===== src/rtl/prio_resolver_pkg.sv =====
package prio_resolver_pkg;
  localparam int DEF_NUM_SRC = 40;
  localparam int LO_SRC      = 32;
  localparam int ADDR_W      = 8;
  localparam int DATA_W      = 32;
  localparam int ID_W        = 6;

  localparam logic [ADDR_W-1:0] STAT_OFS = 8'h18;
  localparam logic [ADDR_W-1:0] LO_BASE  = 8'h1C;
  localparam logic [ADDR_W-1:0] HI_BASE  = 8'hB0;

  localparam int SLOT_VLD_BIT = 31;
  localparam int FIQ_VLD_BIT  = 15;
  localparam int IRQ_ID_LSB   = 16;
  localparam int IRQ_VLD_BIT  = 31;

  localparam logic [ID_W-1:0] NONE_ID = '1;

  // strobes from control to datapath
  typedef struct packed {
    logic slotWr;
    logic regRead;
    logic snapLoad;
    logic scanStep;
    logic finish;
  } ctl_t;

  typedef struct packed {
    logic            valid;
    logic [ID_W-1:0] id;
  } slot_t;
endpackage


===== src/rtl/prio_res_decode.sv =====
module prio_res_decode
  import prio_resolver_pkg::*;
#(
  parameter int NUM_SRC = DEF_NUM_SRC,
  parameter int IDX_W   = $clog2(NUM_SRC)
) (
  input  logic [ADDR_W-1:0] addr,
  output logic              isStatus,
  output logic              isSlot,
  output logic [IDX_W-1:0]  slotIdx
);
  localparam int HI_CNT  = NUM_SRC - LO_SRC;
  localparam int LO_BEG  = int'(LO_BASE);
  localparam int HI_BEG  = int'(HI_BASE);
  localparam int LO_END  = LO_BEG + 4 * LO_SRC;
  localparam int HI_END  = HI_BEG + 4 * HI_CNT;

  always_comb begin
    int aInt;
    aInt     = int'(addr);
    isStatus = (addr == STAT_OFS);
    isSlot   = 1'b0;
    slotIdx  = '0;
    if (addr[1:0] == 2'b00) begin
      if (aInt >= LO_BEG && aInt < LO_END) begin
        isSlot  = 1'b1;
        slotIdx = IDX_W'((aInt - LO_BEG) / 4);
      end else if (aInt >= HI_BEG && aInt < HI_END) begin
        isSlot  = 1'b1;
        slotIdx = IDX_W'(LO_SRC + (aInt - HI_BEG) / 4);
      end
    end
  end
endmodule


===== src/rtl/prio_res_ctrl.sv =====
module prio_res_ctrl
  import prio_resolver_pkg::*;
(
  input  logic clk,
  input  logic rstN,
  input  logic regWrEn,
  input  logic regRdEn,
  input  logic isStatus,
  input  logic lastSlot,
  output ctl_t ctl,
  output logic busy
);
  typedef enum logic [1:0] {S_IDLE, S_SCAN, S_DONE} state_t;

  state_t state, nextState;

  always_ff @(posedge clk) begin
    if (!rstN) state <= S_IDLE;
    else       state <= nextState;
  end

  always_comb begin
    ctl       = '0;
    nextState = state;
    unique case (state)
      S_IDLE: begin
        ctl.slotWr = regWrEn;
        if (regRdEn) begin
          if (isStatus) begin
            ctl.snapLoad = 1'b1;
            nextState    = S_SCAN;
          end else begin
            ctl.regRead  = 1'b1;
          end
        end
      end
      S_SCAN: begin
        ctl.scanStep = 1'b1;
        if (lastSlot) nextState = S_DONE;
      end
      S_DONE: begin
        ctl.finish = 1'b1;
        nextState  = S_IDLE;
      end
      default: nextState = S_IDLE;
    endcase
  end

  assign busy = (state != S_IDLE);
endmodule


===== src/rtl/prio_res_dp.sv =====
module prio_res_dp
  import prio_resolver_pkg::*;
#(
  parameter int NUM_SRC = DEF_NUM_SRC,
  parameter int IDX_W   = $clog2(NUM_SRC)
) (
  input  logic               clk,
  input  logic               rstN,
  input  ctl_t               ctl,
  input  logic               isSlot,
  input  logic [IDX_W-1:0]   slotIdx,
  input  logic [DATA_W-1:0]  regWrData,
  input  logic [NUM_SRC-1:0] pendIn,
  input  logic [NUM_SRC-1:0] enIn,
  input  logic [NUM_SRC-1:0] fiqIn,
  output logic               lastSlot,
  output logic [DATA_W-1:0]  regRdData,
  output logic               regRdValid
);
  slot_t              slotTab [NUM_SRC];
  logic [NUM_SRC-1:0] pendSnap, enSnap, fiqSnap;
  logic [IDX_W-1:0]   scanIdx;
  logic               fiqFound, irqFound;
  logic [ID_W-1:0]    fiqId, irqId;

  logic unusedWrBits;
  assign unusedWrBits = ^regWrData[SLOT_VLD_BIT-1:ID_W];

  // slot table, one register per rank
  for (genvar g = 0; g < NUM_SRC; g++) begin : gSlot
    always_ff @(posedge clk) begin
      if (!rstN) begin
        slotTab[g] <= '0;
      end else if (ctl.slotWr && isSlot && slotIdx == IDX_W'(g)) begin
        slotTab[g].valid <= regWrData[SLOT_VLD_BIT];
        slotTab[g].id    <= regWrData[ID_W-1:0];
      end
    end
  end

  // candidate test for the slot under the scan pointer
  slot_t curSlot;
  logic  curQual, srcLive, fiqHit, irqHit;

  always_comb begin
    curSlot = slotTab[scanIdx];
    curQual = curSlot.valid && (int'(curSlot.id) < NUM_SRC);
    srcLive = curQual && pendSnap[curSlot.id] && enSnap[curSlot.id];
    fiqHit  = srcLive && fiqSnap[curSlot.id];
    irqHit  = srcLive && !fiqSnap[curSlot.id];
  end

  assign lastSlot = (scanIdx == IDX_W'(NUM_SRC - 1));

  always_ff @(posedge clk) begin
    if (!rstN) begin
      pendSnap <= '0;
      enSnap   <= '0;
      fiqSnap  <= '0;
      scanIdx  <= '0;
      fiqFound <= 1'b0;
      irqFound <= 1'b0;
      fiqId    <= NONE_ID;
      irqId    <= NONE_ID;
    end else if (ctl.snapLoad) begin
      pendSnap <= pendIn;
      enSnap   <= enIn;
      fiqSnap  <= fiqIn;
      scanIdx  <= '0;
      fiqFound <= 1'b0;
      irqFound <= 1'b0;
      fiqId    <= NONE_ID;
      irqId    <= NONE_ID;
    end else if (ctl.scanStep) begin
      scanIdx <= scanIdx + 1'b1;
      if (fiqHit && !fiqFound) begin
        fiqFound <= 1'b1;
        fiqId    <= curSlot.id;
      end
      if (irqHit && !irqFound) begin
        irqFound <= 1'b1;
        irqId    <= curSlot.id;
      end
    end
  end

  logic [DATA_W-1:0] statusWord, slotWord;
  slot_t             rdSlot;

  always_comb begin
    statusWord                           = '0;
    statusWord[ID_W-1:0]                 = fiqId;
    statusWord[FIQ_VLD_BIT]              = fiqFound;
    statusWord[IRQ_ID_LSB +: ID_W]       = irqId;
    statusWord[IRQ_VLD_BIT]              = irqFound;
    rdSlot                               = isSlot ? slotTab[slotIdx] : '0;
    slotWord                             = '0;
    slotWord[ID_W-1:0]                   = rdSlot.id;
    slotWord[SLOT_VLD_BIT]               = rdSlot.valid;
  end

  always_ff @(posedge clk) begin
    if (!rstN) begin
      regRdData  <= '0;
      regRdValid <= 1'b0;
    end else begin
      regRdValid <= ctl.finish || ctl.regRead;
      if (ctl.finish)       regRdData <= statusWord;
      else if (ctl.regRead) regRdData <= slotWord;
    end
  end
endmodule


===== src/rtl/prio_resolver.sv =====
module prio_resolver
  import prio_resolver_pkg::*;
#(
  parameter int NUM_SRC = DEF_NUM_SRC,
  parameter int HI_W    = NUM_SRC - LO_SRC
) (
  input  logic              clk,
  input  logic              rstN,
  input  logic              regWrEn,
  input  logic              regRdEn,
  input  logic [ADDR_W-1:0] regAddr,
  input  logic [DATA_W-1:0] regWrData,
  output logic [DATA_W-1:0] regRdData,
  output logic              regRdValid,
  output logic              regBusy,
  input  logic [LO_SRC-1:0] pendLo,
  input  logic [HI_W-1:0]   pendHi,
  input  logic [LO_SRC-1:0] enLo,
  input  logic [HI_W-1:0]   enHi,
  input  logic [LO_SRC-1:0] fiqLo,
  input  logic [HI_W-1:0]   fiqHi
);
  localparam int IDX_W = $clog2(NUM_SRC);

  logic             isStatus, isSlot, lastSlot;
  logic [IDX_W-1:0] slotIdx;
  ctl_t             ctl;

  prio_res_decode #(.NUM_SRC(NUM_SRC), .IDX_W(IDX_W)) uDec (
    .addr(regAddr), .isStatus(isStatus), .isSlot(isSlot), .slotIdx(slotIdx)
  );

  prio_res_ctrl uCtrl (
    .clk(clk), .rstN(rstN), .regWrEn(regWrEn), .regRdEn(regRdEn),
    .isStatus(isStatus), .lastSlot(lastSlot), .ctl(ctl), .busy(regBusy)
  );

  prio_res_dp #(.NUM_SRC(NUM_SRC), .IDX_W(IDX_W)) uDp (
    .clk(clk), .rstN(rstN), .ctl(ctl), .isSlot(isSlot), .slotIdx(slotIdx),
    .regWrData(regWrData),
    .pendIn({pendHi, pendLo}), .enIn({enHi, enLo}), .fiqIn({fiqHi, fiqLo}),
    .lastSlot(lastSlot), .regRdData(regRdData), .regRdValid(regRdValid)
  );
endmodule


===== config.mk =====
export PLATFORM = sky130hd
export DESIGN_NAME = prio_resolver
export DESIGN_NICKNAME = d
export VERILOG_FILES = /design/src/rtl/prio_resolver_pkg.sv /design/src/rtl/prio_res_decode.sv /design/src/rtl/prio_res_ctrl.sv /design/src/rtl/prio_res_dp.sv /design/src/rtl/prio_resolver.sv
export SDC_FILE = /design/constraint.sdc
export NUM_CORES = 1
export LEC_CHECK = 0
export ABC_CLOCK_PERIOD_IN_PS = 6300
export BUFFER_PORTS_ARGS = -buffer_cell sky130_fd_sc_hd__buf_2
export CORE_MARGIN = 1.5
export CORE_UTILIZATION = 40
export DETAILED_ROUTE_END_ITERATION = 16
export SLEW_MARGIN = 0
export SYNTH_ARGS = -nofsm -noshare
export SYNTH_HDL_FRONTEND = slang
export SYNTH_SLANG_ARGS = --single-unit
export TNS_END_PERCENT = 30

===== constraint.sdc =====
create_clock -name clk -period 6.3 [get_ports clk]
set_input_delay 0.945 -clock clk [delete_from_list [all_inputs] [get_ports clk]]
set_output_delay 0.945 -clock clk [all_outputs]
set_load 0.01 [all_outputs]

==> flow_metrics.py <==
metrics = {
    "clocking": {
        "clockBufferDepth": 3,
        "numCtsBuffers": 48,
        "h-tree-depth": 2,
        "clock_latency_ps": 600,
        "post_cts_resized": 0,
        "post_cts_buffers": 0,
        "ctsHoldBuffers": 0,
        "cts_sinks": 443,
        "cts_tree": "built",
        "cts.reportedPaths.clkPinSlew_ps": 60,
        "root_buffer": "clkbuf_16",
    },
    "yosys": {
        "synth_seq_cells": 443,
        "synthDistinctLibCells": 86,
        "ys_seq_area_frac": 0.517,
        "postSynthCellCount": 2129,
        "synth.top_cell.area_share": 0.373,
        "yosys_warnings": 0,
        "synthFlopType": "edfxtp_1",
        "synth_edf_count": 280,
        "syn-cell-area_um2": 22600,
        "synth_top_cell_by_area": "edfxtp_1",
        "synth_area_per_cell_um2": 10.6,
        "synth_async_sr_flop_share": 0,
        "synth_area_leaders": "edfxtp_1 37%, dfxtp_1 14%, and2_1 8.0%",
    },
    "sta": {
        "min_period_over_period": 0.788,
        "skew_ps": 13.5,
        "tightest_slew_ps": 1210,
        "max_freq_mhz": 201,
        "hold_viol_final": 0,
        "relSlewSlack": 0.191,
        "setup_viol": 0,
        "finalCriticalPeriod_ps": 4960,
        "fin_setup_tns_ps": 0,
        "rsz0062_at_grt": "no",
        "slew_violations": 0,
    },
    "power": {
        "power_switching_mw": 1.57,
        "ir_drop_v": 0.000172,
        "sequentialPowerShare": 0.484,
        "p_total_mw": 6.53,
        "leakagePower_nw": 9.04,
        "pwr_density_cell_nw_per_um2": 254,
        "p_sw_frac": 0.241,
        "p_int_mw": 4.96,
        "combPwrFrac": 0.076,
        "power.share.clock": 0.440,
    },
    "die": {
        "die_w_um": 240,
        "dieArea_um2": 57800,
        "io_pins": 198,
        "initial_core_util": 0.407,
        "die_h_um": 240,
        "row_count": 86,
        "core_area_um2": 55400,
    },
    "layout": {
        "regArea_um2": 11700,
        "final_common_cell": "nand2_1",
        "drive_above_1_share": 0.176,
        "multi_input_area_um2": 10000,
        "final_nets": 2425,
        "postLayoutCellArea_um2": 25800,
        "areaGrowthSynthToFinish_pct": 14.1,
        "fillCellCount": 5097,
        "mostFrequentLayoutCells": "325 x nand2_1, 289 x and2_1, 280 x edfxtp_1",
        "final_util": 0.465,
    },
    "setup_path": {
        "path_cells": "and2_1 -> a21oi_1 -> a31oi_1 -> nand2_1 -> buf_4 -> o21ai_1 -> a2111oi_0 -> nor4_1 -> a2bb2oi_1 -> a32oi_2 -> nor4_4 -> mux2i_1",
        "path_max_fanout": 12,
        "crit_path_end_kind": "register",
        "worstSetupPathType": "register to register",
        "cpMaxStageDelayCell": "and2_1",
        "startpoint_type": "register",
        "required_ps": 6820,
        "critical_path_arrival_ps": 5480,
        "slowest_delay_ps": 680,
        "crit_buf_inv": 1,
        "crit_family": "simple AND/OR/NAND/NOR gates",
    },
    "route": {
        "drt_iter0_drc": 1940,
        "routed_wl_mm": 71.4,
        "route.detailed.drc": 0,
        "wl_per_cell_um": 23.5,
        "vias_per_cell": 5.85,
        "vias": 17800,
        "antenna_left": 0,
        "drt_first_pass_iters": 8,
    },
    "outcome": {
        "outcome": "finished clean",
    },
    "hold_path": {
        "min_path_type": "register to register",
    },
    "grt": {
        "grt_max_degree": 103,
        "overflow": 0,
        "grt_pass1_vias": 17200,
        "antenna_found_initial": 1,
        "grt_usage": 0.244,
        "grt_pass1_wl_mm": 106,
    },
    "place": {
        "dp_hpwl_mm": 48.7,
        "place_congestion": 0.905,
        "place_area_um2": 24200,
        "port_buffers": 154,
    },
    "run": {
        "maxCapViolCount": 0,
    },
}
==> routing by layer <==
layer,global-route usage,vias to the layer above,routed length (um)
met1,0.327,8754,29600
met2,0.388,844,33000
met4,0.0924,2,2620
met3,0.0510,150,6180
li1,-,8022,-
met5,0,-,11
==> state kept, by name, summed over array words and instances (netlist names), 6 cells and up, named ones only <==
name,cells
uDp.enSnap,40
uDp.fiqId,6
uDp.fiqSnap,40
uDp.irqId,6
uDp.pendSnap,40
uDp.regRdData,14
uDp.scanIdx,6
uDp.slotTab,280
==> power by group through the flow <==
| stage | registers (mW) | logic (mW) | clock network, mW |
|---|---|---|---|
| 5_1_grt | 3.16 | 0.525 | 3.02 |
| 4_1_cts | 3.16 | 0.489 | 2.91 |
| 3_3_place_gp | 3.22 | 0.482 | 0 |
| 6_report | 3.16 | 0.496 | 2.88 |
| 3_5_place_dp | 3.22 | 0.487 | 0 |
| 2_1_floorplan | 3.21 | 0.280 | 0 |
==> cell usage after synthesis, types with 11 or more instances <==
master and instances:
nand2_1 326, and2_1 289, edfxtp_1 280, dfxtp_1 163, a21oi_1 147, clkbuf_1 128, nor2_1 100, mux2i_1 73
o221ai_1 58, o22a_1 57, o21ai_0 55, mux4_2 47, a22oi_1 46, nand3_1 36, buf_4 24, a22o_1 20
buf_2 18, inv_1 18, o211ai_1 17, a21boi_0 14, o2111ai_1 14, ha_1 12, nand4_1 12, nor2b_1 11
==> kinds of logic (layout without fill, tap and decap cells) <==
group	count (synthesis)	after routing	share of synthesized area
flip-flops	443	443	0.517
multiplexers	134	134	0.0890
adder cells (fa/ha/maj)	12	12	0.00666
other	1	19	0.000166
AO/OA/AOI/OAI	506	506	0.160
buffers and inverters	202	344	0.0434
XOR/XNOR	13	13	0.00505
AND/OR/NAND/NOR	818	818	0.179
==> cell type report <==
| class | count | area share |
|---|---|---|
| sequential | 443 | 0.453 |
| multi-input combinational | 1501 | 0.390 |
| timing repair buffer | 237 | 0.0561 |
| clock buffer | 62 | 0.0499 |
| tap | 748 | 0.0363 |
| clock inverter | 27 | 0.0118 |
| inverter | 18 | 0.00272 |
| antenna | 1 | 0.0000972 |
==> tightest hold or removal path: stages (launching register included) <==
cell and delay (ps):
dfxtp_1 300, nand2_1 50, a21oi_1 50
==> stage by stage <==
step	worst slack [ps]	std cells	hold slack [ps]
floorplan	1540	2146	432
detailed placement	864	2947	442
finish	1340	3037	449
global placement	967	2947	438
global route	1020	3036	474
CTS	1300	3036	450
==> final timing paths <==
kind,cells past startpoint,endpoint,slack [ps],startpoint
worst min register to register,2,uDp.enSnap[35],450,uDp.enSnap[35]
worst min-delay path,2,uDp.enSnap[35],450,uDp.enSnap[35]
worst max-delay path,12,uDp.irqId[1],1340,register
worst max register to register,12,uDp.irqId[1],1340,register
No activity file was read; power rests on OpenSTA's default activity.
